--- config.mk ---
export PLATFORM = sky130hd
export DESIGN_NAME = tagged_addsub
export DESIGN_NICKNAME = d
export VERILOG_FILES = /design/src/rtl/tagalu_pkg.sv /design/src/rtl/tagalu_adder.sv /design/src/rtl/tagalu_flags.sv /design/src/rtl/tagged_addsub.sv
export SDC_FILE = /design/constraint.sdc
export NUM_CORES = 1
export LEC_CHECK = 0
export BUFFER_PORTS_ARGS = -buffer_cell sky130_fd_sc_hd__buf_2
export CORE_ASPECT_RATIO = 1.5
export CORE_MARGIN = 8
export CORE_UTILIZATION = 54
export CTS_CLUSTER_SIZE = 10
export DETAILED_ROUTE_END_ITERATION = 7
export GPL_ROUTABILITY_DRIVEN = 0
export HOLD_SLACK_MARGIN = 0.12
export MAX_ROUTING_LAYER = met4
export PLACE_DENSITY = 0.83
export SYNTH_ARGS = -nofsm -noshare
export SYNTH_HDL_FRONTEND = slang
export SYNTH_SLANG_ARGS = --single-unit
--- constraint.sdc ---
create_clock -name clk -period 1.22 [get_ports clk]
set_clock_uncertainty 0.15 [all_clocks]
set_input_delay 0.244 -clock clk [delete_from_list [all_inputs] [get_ports clk]]
set_output_delay 0.244 -clock clk [all_outputs]
set_load 0.05 [all_outputs]
--- src/rtl/tagalu_pkg.sv ---
package tagalu_pkg;

    // Condition-code group, packed so that n lands at bit 3 and c at bit 0.
    typedef struct packed {
        logic n;
        logic z;
        logic v;
        logic c;
    } cc_t;

    typedef enum logic {
        OP_ADD = 1'b0,
        OP_SUB = 1'b1
    } addsub_op_e;

    // Signed overflow from sign bits: sb_eff is the sign of the operand as
    // actually fed to the adder (inverted for subtraction).
    function automatic logic signed_ovf(input logic sa, input logic sb_eff, input logic sr);
        return (sa == sb_eff) && (sr != sa);
    endfunction

endpackage

--- src/rtl/tagalu_adder.sv ---
module tagalu_adder #(
    parameter int unsigned W     = 64,
    parameter int unsigned SPLIT = 32
) (
    input  logic [W-1:0] a,
    input  logic [W-1:0] b,
    input  logic         sub,
    output logic [W-1:0] sum,
    output logic         co_lo,
    output logic         co_hi,
    output logic         bs_lo,
    output logic         bs_hi
);
    localparam int unsigned HI_W = W - SPLIT;

    logic [W-1:0]    b_eff;
    logic [SPLIT:0]  seg_lo;
    logic [HI_W:0]   seg_hi;

    // Two chained segments so the carry at the lane boundary is a real wire.
    always_comb begin
        b_eff  = sub ? ~b : b;
        seg_lo = {1'b0, a[SPLIT-1:0]} + {1'b0, b_eff[SPLIT-1:0]}
               + {{SPLIT{1'b0}}, sub};
        seg_hi = {1'b0, a[W-1:SPLIT]} + {1'b0, b_eff[W-1:SPLIT]}
               + {{HI_W{1'b0}}, seg_lo[SPLIT]};
        sum    = {seg_hi[HI_W-1:0], seg_lo[SPLIT-1:0]};
        co_lo  = seg_lo[SPLIT];
        co_hi  = seg_hi[HI_W];
        bs_lo  = b_eff[SPLIT-1];
        bs_hi  = b_eff[W-1];
    end

endmodule

--- src/rtl/tagalu_flags.sv ---
module tagalu_flags
    import tagalu_pkg::*;
#(
    parameter int unsigned W     = 64,
    parameter int unsigned SPLIT = 32,
    parameter int unsigned TAG_W = 2
) (
    input  logic [TAG_W-1:0] a_tag,
    input  logic [TAG_W-1:0] b_tag,
    input  logic             a_sign_lo,
    input  logic             a_sign_hi,
    input  logic             bs_lo,
    input  logic             bs_hi,
    input  logic [W-1:0]     sum,
    input  logic             co_lo,
    input  logic             co_hi,
    input  logic             sub,
    output cc_t              icc,
    output cc_t              xcc,
    output logic             tag_ovf
);
    logic v_lo;
    logic v_hi;

    always_comb begin
        v_lo    = signed_ovf(a_sign_lo, bs_lo, sum[SPLIT-1]);
        v_hi    = signed_ovf(a_sign_hi, bs_hi, sum[W-1]);
        tag_ovf = (|a_tag) || (|b_tag) || v_lo;

        icc.n = sum[SPLIT-1];
        icc.z = (sum[SPLIT-1:0] == '0);
        icc.v = tag_ovf;
        icc.c = co_lo ^ sub;   // adder carry inverted into a borrow on subtract

        xcc.n = sum[W-1];
        xcc.z = (sum == '0);
        xcc.v = v_hi;
        xcc.c = co_hi ^ sub;

        // a nonzero tag on either operand always flags a tag overflow
        if (|a_tag) begin
            assert_tag_from_a_R3: assert (tag_ovf);
        end
        if (|b_tag) begin
            assert_tag_from_b_R3: assert (tag_ovf);
        end
    end

endmodule

--- src/rtl/tagged_addsub.sv ---
module tagged_addsub
    import tagalu_pkg::*;
#(
    parameter int unsigned DATA_W = 64,
    parameter int unsigned LANE_W = 32,
    parameter int unsigned TAG_W  = 2
) (
    input  logic              clk,
    input  logic              rst_n,
    input  logic [DATA_W-1:0] op_a,
    input  logic [DATA_W-1:0] op_b,
    input  logic              op_sub,
    input  logic              trap_en,
    output logic [DATA_W-1:0] result,
    output logic [3:0]        icc,
    output logic [3:0]        xcc,
    output logic              tag_trap
);
    localparam cc_t CC_RESET = '{n: 1'b0, z: 1'b1, v: 1'b0, c: 1'b0};

    typedef struct packed {
        logic [DATA_W-1:0] res;
        cc_t               icc;
        cc_t               xcc;
        logic              trap;
    } state_t;

    state_t     st_d;
    state_t     st_q;
    addsub_op_e op_kind;

    logic [DATA_W-1:0] sum_w;
    logic              co_lo_w;
    logic              co_hi_w;
    logic              bs_lo_w;
    logic              bs_hi_w;
    cc_t               icc_w;
    cc_t               xcc_w;
    logic              tag_ovf_w;

    assign op_kind = addsub_op_e'(op_sub);

    tagalu_adder #(
        .W     (DATA_W),
        .SPLIT (LANE_W)
    ) u_adder (
        .a     (op_a),
        .b     (op_b),
        .sub   (op_kind == OP_SUB),
        .sum   (sum_w),
        .co_lo (co_lo_w),
        .co_hi (co_hi_w),
        .bs_lo (bs_lo_w),
        .bs_hi (bs_hi_w)
    );

    tagalu_flags #(
        .W     (DATA_W),
        .SPLIT (LANE_W),
        .TAG_W (TAG_W)
    ) u_flags (
        .a_tag     (op_a[TAG_W-1:0]),
        .b_tag     (op_b[TAG_W-1:0]),
        .a_sign_lo (op_a[LANE_W-1]),
        .a_sign_hi (op_a[DATA_W-1]),
        .bs_lo     (bs_lo_w),
        .bs_hi     (bs_hi_w),
        .sum       (sum_w),
        .co_lo     (co_lo_w),
        .co_hi     (co_hi_w),
        .sub       (op_kind == OP_SUB),
        .icc       (icc_w),
        .xcc       (xcc_w),
        .tag_ovf   (tag_ovf_w)
    );

    always_comb begin
        st_d      = st_q;
        st_d.trap = 1'b0;
        if (trap_en && tag_ovf_w) begin
            st_d.trap = 1'b1;            // faulting form: destination and flags frozen
        end else begin
            st_d.res = sum_w;
            st_d.icc = icc_w;
            st_d.xcc = xcc_w;
        end
    end

    always_ff @(posedge clk or negedge rst_n) begin
        if (!rst_n) begin
            st_q <= '{res: '0, icc: CC_RESET, xcc: CC_RESET, trap: 1'b0};
        end else begin
            st_q <= st_d;
        end
    end

    assign result   = st_q.res;
    assign icc      = st_q.icc;
    assign xcc      = st_q.xcc;
    assign tag_trap = st_q.trap;

    // a faulting cycle requests the trap and leaves every output frozen
    assert_trap_hold_R7: assert property (@(posedge clk) disable iff (!rst_n)
        (trap_en && tag_ovf_w) |=> (tag_trap && $stable(result) && $stable(icc) && $stable(xcc)));

    // no trap request can follow a cycle with trapping disabled
    assert_no_trap_when_off_R8: assert property (@(posedge clk) disable iff (!rst_n)
        !trap_en |=> !tag_trap);

    // a tagged operand in a non-trapping cycle sets the 32-bit V flag
    assert_tag_sets_v_R4: assert property (@(posedge clk) disable iff (!rst_n)
        (!trap_en && ((op_a[TAG_W-1:0] != '0) || (op_b[TAG_W-1:0] != '0))) |=> icc[1]);

    // N and Z always agree with the result they describe
    assert_nz_match_R6: assert property (@(posedge clk) disable iff (!rst_n)
        (icc[2] == (result[LANE_W-1:0] == '0)) && (xcc[2] == (result == '0))
        && (icc[3] == result[LANE_W-1]) && (xcc[3] == result[DATA_W-1]));

endmodule

==> metrics.md, run 1 <==
| Metric | Value |
|---|---|
| Outcome | `stopped before the end` |
| Last stage | `5_1_grt` |
| Error | `[ERROR GRT-0232] Routing congestion too high. Check the congestion heatmap in the GUI.` |
| H-tree levels | `3` |
| Synth area leader | `dfrtp_1` |
| Post-DP HPWL | `22200 um` |
| Gate Count Post-Synth | `790` |
| I/O Buffers | `204` |
| Row Count | `50` |
| Largest net degree at the start of global routing | `32` |
| Io pins | `205` |
| Post-Place Cells | `1387` |
| Chip Height | `154 um` |
| Die W | `108 um` |
| Leading cell types by count after synthesis | `xor2_1 (87), nand2_1 (76), dfrtp_1 (69)` |
| CTS sink cnt | `71` |
| Avg Inst Size Synth | `8.74 um2` |
| Most frequent cell after synthesis | `xor2_1` |
| Register area share after synthesis | `25.8%` |
| Async S/R FF share, synth | `100%` |
| Syn_nets | `986` |
| Post-synth cell types | `68` |
| Total grt overflow | `1600` |
| DP Area | `10300 um2` |
| Max Buffers Root-to-Sink | `2` |
| Starting density of the core | `55.2%` |
| All-Layer GR Usage | `97.3%` |
| Main area contributors after synthesis | `dfrtp_1 (25%), ha_1 (11%), xor2_1 (11%)` |
| Share of the synthesized area in the top cell type | `25.0%` |
| Post-Syn Area | `6910 um2` |
| Number of synthesized flops with an enable pin | `0` |
| Register bit count reported by yosys | `71` |
| Most common flop cell mapped by yosys | `dfrtp_1` |
| CTS buffer count | `9` |
| Root Buffer | `clkbuf_16` |
| Ys Warns | `0` |
==> metrics by stage <==
step	hold slack, ns	worst slack (ns)	utilization, %
global placement	-0.0289	-4.90	82.0
floorplan	-0.202	-4.64	-
detailed placement	-0.0241	-5.04	82.0
CTS	0.154	-4.51	93.2
==> timing repair <==
action,CTS
buffers inserted,28
hold buffers,2
gates cloned,6
endpoints found under the hold margin,72
gates resized for setup,185
pin swaps,65
endpoints found under the setup margin,144
==> layer usage <==
metal / GRT usage, % / GRT overflow
met4: 106 / 286
met3: 68.0 / 8
met1: 81.0 / 10
met5: - / -
met2: 132 / 1296
==> cells by family after synthesis <==
kind of cell / Yosys count / synth area share (%)
adders and majority gates: 64 / 11.8
xor gates and xnor gates: 117 / 14.8
DFF: 71 / 25.8
buffers and inverters: 50 / 2.83
and+or+nand+nor: 204 / 14.2
AOI/OAI and AO/OA: 234 / 22.5
muxes: 50 / 8.12
==> run 2, diff against run 1 <==
Settings changed: CORE_ASPECT_RATIO 1.5 to default, CORE_UTILIZATION 54 to 40, CTS_CLUSTER_SIZE 10 to default, HOLD_SLACK_MARGIN 0.12 to default, MAX_ROUTING_LAYER met4 to default, PLACE_DENSITY 0.83 to default, PLACE_DENSITY_LB_ADDON from default to 0.15.
==> run 2 against run 1 <==
Effect of this change:
- the flow now finishes, with violations (negative setup slack)
- area after synthesis is the same
- synthesized cell count is the same
==> metrics.md, run 2 <==
| Metric | Value |
|---|---|
| Outcome | `finished, violations left` |
| Failing checks | `negative setup slack` |
| Post-Place Cells | `1475` |
| Final Net Count | `1530` |
| CTS tree | `done` |
| Row Count | `48` |
| Worst setup SP type | `primary input` |
| Vias per std cell | `5.24` |
| Most frequent cell after synthesis | `xor2_1` |
| Total grt overflow | `0` |
| Initial antenna violation count | `3` |
| Largest stage delay, worst path | `0.46 ns` |
| Final period util | `459%` |
| Final WS setup | `-4.39 ns` |
| CTS sink cnt | `71` |
| Post-DP HPWL | `20100 um` |
| Starting DRT DRC Count | `336` |
| Terminus of the critical flop-to-flop path | `result[3]$_DFFE_PN0N_` |
| Avg Inst Size Synth | `8.74 um2` |
| Slowest cell on crit path | `or4b_1` |
| Pre-CTS setup slack | `-5.14 ns` |
| Multi-input logic area | `5600 um2` |
| Setup Viol. Count Final | `144` |
| Critical R2R Launch | `result[3]$_DFFE_PN0N_` |
| First-pass GRT wire length | `41500 um` |
| Core region area | `17100 um2` |
| Critical Path RT | `1.35 ns` |
| Number of synthesized flops with an enable pin | `0` |
| CP startpoint | `op_sub` |
| Clock Pin Slew Worst Setup and Hold Paths | `0.06 ns` |
| Synth Area in XOR/XNOR | `14.8%` |
| Pint | `0.0117 W` |
| DP Area | `10500 um2` |
| Data arrival, critical path | `5.74 ns` |
| Final setup TNS | `-213.57 ns` |
| R2r setup slk | `0.13 ns` |
| Register area share after synthesis | `25.8%` |
| Io pins | `205` |
| Critical path type | `in2reg` |
| VDD IR max | `1210 uV` |
| Clock power frac | `14.1%` |
| Post-synthesis mux area share | `8.12%` |
| Max Buffers Root-to-Sink | `2` |
| I/O Buffers | `204` |
| Die area | `21700 um2` |
| Adder-cell area share of the yosys netlist | `11.8%` |
| All-Layer GR Usage | `23.3%` |
| Worst r2r path cells | `2` |
| Largest register FFs | `64` |
| Syn_nets | `986` |
| Simple logic cell fraction of the synthesized area | `14.2%` |
| Synth area leader | `dfrtp_1` |
| Router iterations before antenna repair | `5` |
| Total number of vias | `8199` |
| Antenna viol nets, final | `0` |
| Most common flop cell mapped by yosys | `dfrtp_1` |
| Main combinational cell family by area after synthesis | `compound AO/OA/AOI/OAI gates` |
| Reg power frac | `18.7%` |
| Worst-path fanout max | `5` |
| Root Buffer | `clkbuf_16` |
| Register bit count reported by yosys | `71` |
| Ys Warns | `0` |
| Layout cells sized above 1 | `53.9%` |
| Gate Count Post-Synth | `790` |
| Combinational share of power | `67.1%` |
| Post-Layout Inst Area | `12600 um2` |
| Switch Pwr | `0.00960 W` |
| Async S/R FF share, synth | `100%` |
| Leak Pwr | `6.18 nW` |
| Clk_lat worst skew | `0.35 ns` |
| Commonest non-fill, non-tap cell in the layout | `buf_4` |
| Most frequent cells in the layout | `buf_4 (317), buf_2 (128), buf_6 (96)` |
| Sw frac | `45.1%` |
| CP Capture Type | `flop` |
| Min Tclk post-route | `5.61 ns` |
| Fin. Hold Viols | `0` |
| Starting density of the core | `40.3%` |
| Area Growth Syn to Fin | `82.8%` |
| Power density over the cells | `1690 nW/um2` |
| Final Util | `73.8%` |
| Max_cap viols | `0` |
| CTS buffer count | `9` |
| Reg area | `1780 um2` |
| Fmax | `178 MHz` |
| Fraction of the mapped netlist area in compound gates | `22.5%` |
| Layout fillers | `1234` |
| Leading cell types by count after synthesis | `xor2_1 (87), nand2_1 (76), dfrtp_1 (69)` |
| Post-Syn Area | `6910 um2` |
| WL final | `27000 um` |
| Vias in the first global route | `8348` |
| Max-slew headroom | `58.9%` |
| Largest net degree at the start of global routing | `35` |
| Post-route insts no fill | `1566` |
| Max Slew Vio Count | `0` |
| Hold Path Class | `in2async` |
| Chip Height | `147 um` |
| Post-synth cell types | `68` |
| Worst Max-Slew Pin Slew | `0.616 ns` |
| Share of the synthesized area in the top cell type | `25.0%` |
| Main area contributors after synthesis | `dfrtp_1 (25%), ha_1 (11%), xor2_1 (11%)` |
| RSZ-0062 raised after global routing | `true` |
| Drt wl/cell | `17.2 um` |
| H-tree levels | `3` |
| Die W | `147 um` |
| DR DRC count | `0` |
## run 2: cell counts after synthesis
Identical to the previous run, type by type.
## run 2: worst max path at each step
stage	cells past startpoint	endpoint	slack [ns]
after floorplan	25	xcc[2]$_DFFE_PN1N_	-4.64
after global placement	28	xcc[2]$_DFFE_PN1N_	-5.04
after detailed placement	28	xcc[2]$_DFFE_PN1N_	-5.14
after CTS	27	xcc[2]$_DFFE_PN1N_	-4.35
after global routing	29	xcc[2]$_DFFE_PN1N_	-4.67
final	28	xcc[2]$_DFFE_PN1N_	-4.39
## run 2: critical path, delay by kind of cell
| kind | cells | cell delay, ns |
|---|---|---|
| AND/OR/NAND/NOR | 9 | 1.83 |
| buffers and inverters | 5 | 0.67 |
| AO/OA/AOI/OAI | 10 | 1.98 |
| XOR/XNOR | 2 | 0.34 |
| adder cells (fa/ha/maj) | 2 | 0.66 |
## run 2: layer usage
| metal | track usage, % | part of all wire [%] | up-vias |
|---|---|---|---|
| li1 | - | - | 4010 |
| met4 | 7.29 | 2.5 | 2 |
| met2 | 41.5 | 50 | 243 |
| met1 | 27.8 | 42 | 3900 |
| met3 | 4.19 | 5.2 | 44 |
| met5 | 0 | 0.030 | - |
## run 2: timing repair
item,in CTS,in global routing
cloned,5,0
setup buffers,40,40
endpoints found under the hold margin,72,0
endpoints found under the setup margin,144,144
hold buffers,2,0
pin swaps,57,36
gates resized for setup,174,153
## run 2: power by group through the flow
stage	logic (W)	clock network (W)	registers, W
after floorplan	0.00405	0	0.00683
after detailed placement	0.0116	0	0.00377
after CTS	0.0130	0.00304	0.00385
after global placement	0.0115	0	0.00376
after global routing	0.0151	0.00316	0.00407
final	0.0143	0.00301	0.00399
## run 2: kinds of logic (layout without fill, tap and decap cells)
group	count (synthesis)	after routing
compound gates	234	234
xor+xnor	117	117
fa+ha+maj	64	64
buf+inv	50	599
flops	71	71
mux	50	50
other cells	0	2
simple gates	204	204
## run 2: per-stage QoR
step | total power [W] | hold slack, ns
after floorplan | 0.0109 | -0.202
after global placement | 0.0152 | 0.00565
after detailed placement | 0.0153 | 0.00659
after CTS | 0.0198 | 0.144
after global routing | 0.0223 | 0.197
final | 0.0213 | 0.175
## run 2: final cells by class
type	instances	share of cell area, %
antenna	2	0.0396
timing repair buffer	562	36.0
clock inverter	7	0.813
sequential	71	14.1
tap	225	2.23
inverter	21	0.624
clock buffer	9	1.78
multi-input combinational	669	44.4
No activity file was read; power rests on OpenSTA's default activity.
==> run 3, diff against run 2 <==
--- a/constraint.sdc
+++ b/constraint.sdc
@@ -4,2 +4,2 @@
 set_output_delay 0.244 -clock clk [all_outputs]
-set_load 0.05 [all_outputs]
+set_load 0.02 [all_outputs]
==> run 3 against run 2 <==
Effect of this change:
- sequential cell count unchanged
- maximum frequency down 2.9%
- non-clock buffer count down 34
- first-iteration DRC count up 37%
- the run still ends with negative setup slack left
- clock power up 2%
- highest routed layer is now met4
- critical path depth down 2
- routed wire length up 4.3%
- critical path type unchanged
- final area down 0.57%
- power down 10%
- hold slack worse by 0.13 ns
==> metrics.md, run 3 (synthesized netlist as in run 2, its figures left out) <==
| Metric | Value |
|---|---|
| H-tree levels | `3` |
| Worst Max-Slew Pin Slew | `0.536 ns` |
| DR DRC count | `0` |
| Die area | `21700 um2` |
| Max_cap viols | `0` |
| Failing checks | `negative setup slack` |
| Final WS setup | `-4.55 ns` |
| Final Net Count | `1496` |
| Largest stage delay, worst path | `0.48 ns` |
| Hold depth | `3` |
| Data arrival, critical path | `5.91 ns` |
| Crit. path cell count | `26` |
| Starting DRT DRC Count | `461` |
| Largest net degree at the start of global routing | `37` |
| VDD IR max | `1200 uV` |
| Worst r2r path cells | `2` |
| Clk_lat worst skew | `0.35 ns` |
| Outcome | `finished, violations left` |
| Starting density of the core | `40.3%` |
| Router iterations before antenna repair | `5` |
| R2r setup slk | `0.15 ns` |
| Post-DP HPWL | `19800 um` |
| CTS buffer count | `9` |
| Critical Path RT | `1.36 ns` |
| Worst-path fanout max | `8` |
| Setup Viol. Count Final | `144` |
| Fin. Hold Viols | `0` |
| Chip Height | `147 um` |
| Core region area | `17100 um2` |
| Min Tclk post-route | `5.77 ns` |
| Vias per std cell | `5.34` |
| CTS tree | `done` |
| Most frequent cells in the layout | `buf_4 (284), buf_2 (129), buf_6 (91)` |
| Io pins | `205` |
| Fmax | `173 MHz` |
| Hold Path Class | `in2reg` |
| Vias in the first global route | `8659` |
| Power density over the cells | `1530 nW/um2` |
| I/O Buffers | `204` |
| Root Buffer | `clkbuf_16` |
| Worst setup SP type | `primary input` |
| All-Layer GR Usage | `25.1%` |
| Largest register FFs | `64` |
| CP top delay family | `compound AO/OA/AOI/OAI gates` |
| Total number of vias | `8169` |
| CTS sink cnt | `71` |
| WL final | `28200 um` |
| Die W | `147 um` |
| Final Util | `73.3%` |
| Critical path type | `in2reg` |
| Antenna viol nets, final | `0` |
| Area Growth Syn to Fin | `81.8%` |
| Buf/Inv on CP | `3` |
| Clock Pin Slew Worst Setup and Hold Paths | `0.07 ns` |
| Commonest non-fill, non-tap cell in the layout | `buf_4` |
| Total grt overflow | `0` |
| Max-slew headroom | `64.2%` |
| First-pass GRT wire length | `44100 um` |
| RSZ-0062 raised after global routing | `true` |
| Final hold slack | `0.0479 ns` |
| Layout cells sized above 1 | `53.0%` |
| Row Count | `48` |
| CP Capture Type | `flop` |
| Initial antenna violation count | `1` |
| Slowest cell on crit path | `or4b_1` |
| Leak Pwr | `6.13 nW` |
| Final period util | `473%` |
| Max Slew Vio Count | `0` |
| Drt wl/cell | `18.4 um` |
| Max Buffers Root-to-Sink | `2` |
run 3: cell types whose count changed in the layout (fill, tap and decap cells not counted), moves of 3 or more:
cell	change
a21oi_1	+3
buf_12	-4
buf_16	+3
buf_4	-33
buf_6	-5
bufbuf_16	+6
nand2_1	-3
o21ai_1	-5
o21ai_2	+3
run 3: repair_timing:
action                                  4_1_cts  5_1_grt
resized for setup                           238       48
endpoints found under the hold margin        71        0
hold buffers                                  1        0
gates cloned                                 14        0
endpoints found under the setup margin      144      144
buffers inserted                             38       11
pin swaps                                    54       27
run 3: metrics by stage:
stage | setup WS, ns | std cells | power, W | cell area (um2) | setup TNS, ns
after floorplan | -4.64 | 790 | 0.00879 | 7230 | -199.95
after global routing | -4.77 | 1531 | 0.0202 | 12600 | -234.27
after detailed placement | -5.17 | 1461 | 0.0131 | 10400 | -236.10
after global placement | -4.95 | 1461 | 0.0129 | 10400 | -230.45
final | -4.55 | 1531 | 0.0192 | 12600 | -221.39
after CTS | -4.47 | 1524 | 0.0187 | 12300 | -220.45
run 3: final cells by class:
type                            count  area [um2]
Antenna cell                        1        2.50
Clock inverter                      7         105
Tap cell                          225         282
Inverter                           21        78.8
Timing Repair Buffer              528        4420
Sequential cell                    71        1780
Multi-Input combinational cell    669        5660
Clock buffer                        9         225
Fill cell                        1214        4560
run 3: routing by layer:
metal	global-route usage, %	up-vias	part of all wire (%)
met5	0	-	0
met4	12.7	0	3.7
met3	3.36	54	5.0
met2	44.2	252	50
met1	29.2	3926	41
li1	-	3937	-
run 3: path summary, 6_finish.rpt:
path                                             start                     end
worst max-delay path                            op_sub      xcc[2]$_DFFE_PN1N_
worst min-delay path                           trap_en      icc[1]$_DFFE_PN0N_
worst max register to register  result[61]$_DFFE_PN0N_  result[61]$_DFFE_PN0N_
worst min register to register      icc[2]$_DFFE_PN1N_      icc[2]$_DFFE_PN1N_
max in group asynchronous                        rst_n   result[0]$_DFFE_PN0N_
min in group asynchronous                        rst_n  result[56]$_DFFE_PN0N_
run 3: power breakdown:
| part | switching [W] | internal, W |
|---|---|---|
| clock | 0.00125 | 0.00182 |
| combinational | 0.00560 | 0.00653 |
| sequential | 0.000731 | 0.00324 |
| total | 0.00759 | 0.0116 |
run 3: worst min-delay path, delay by kind of cell:
kind,cells,cell delay [ns]
buffers and inverters,2,0.21
AO/OA/AOI/OAI,1,0.06
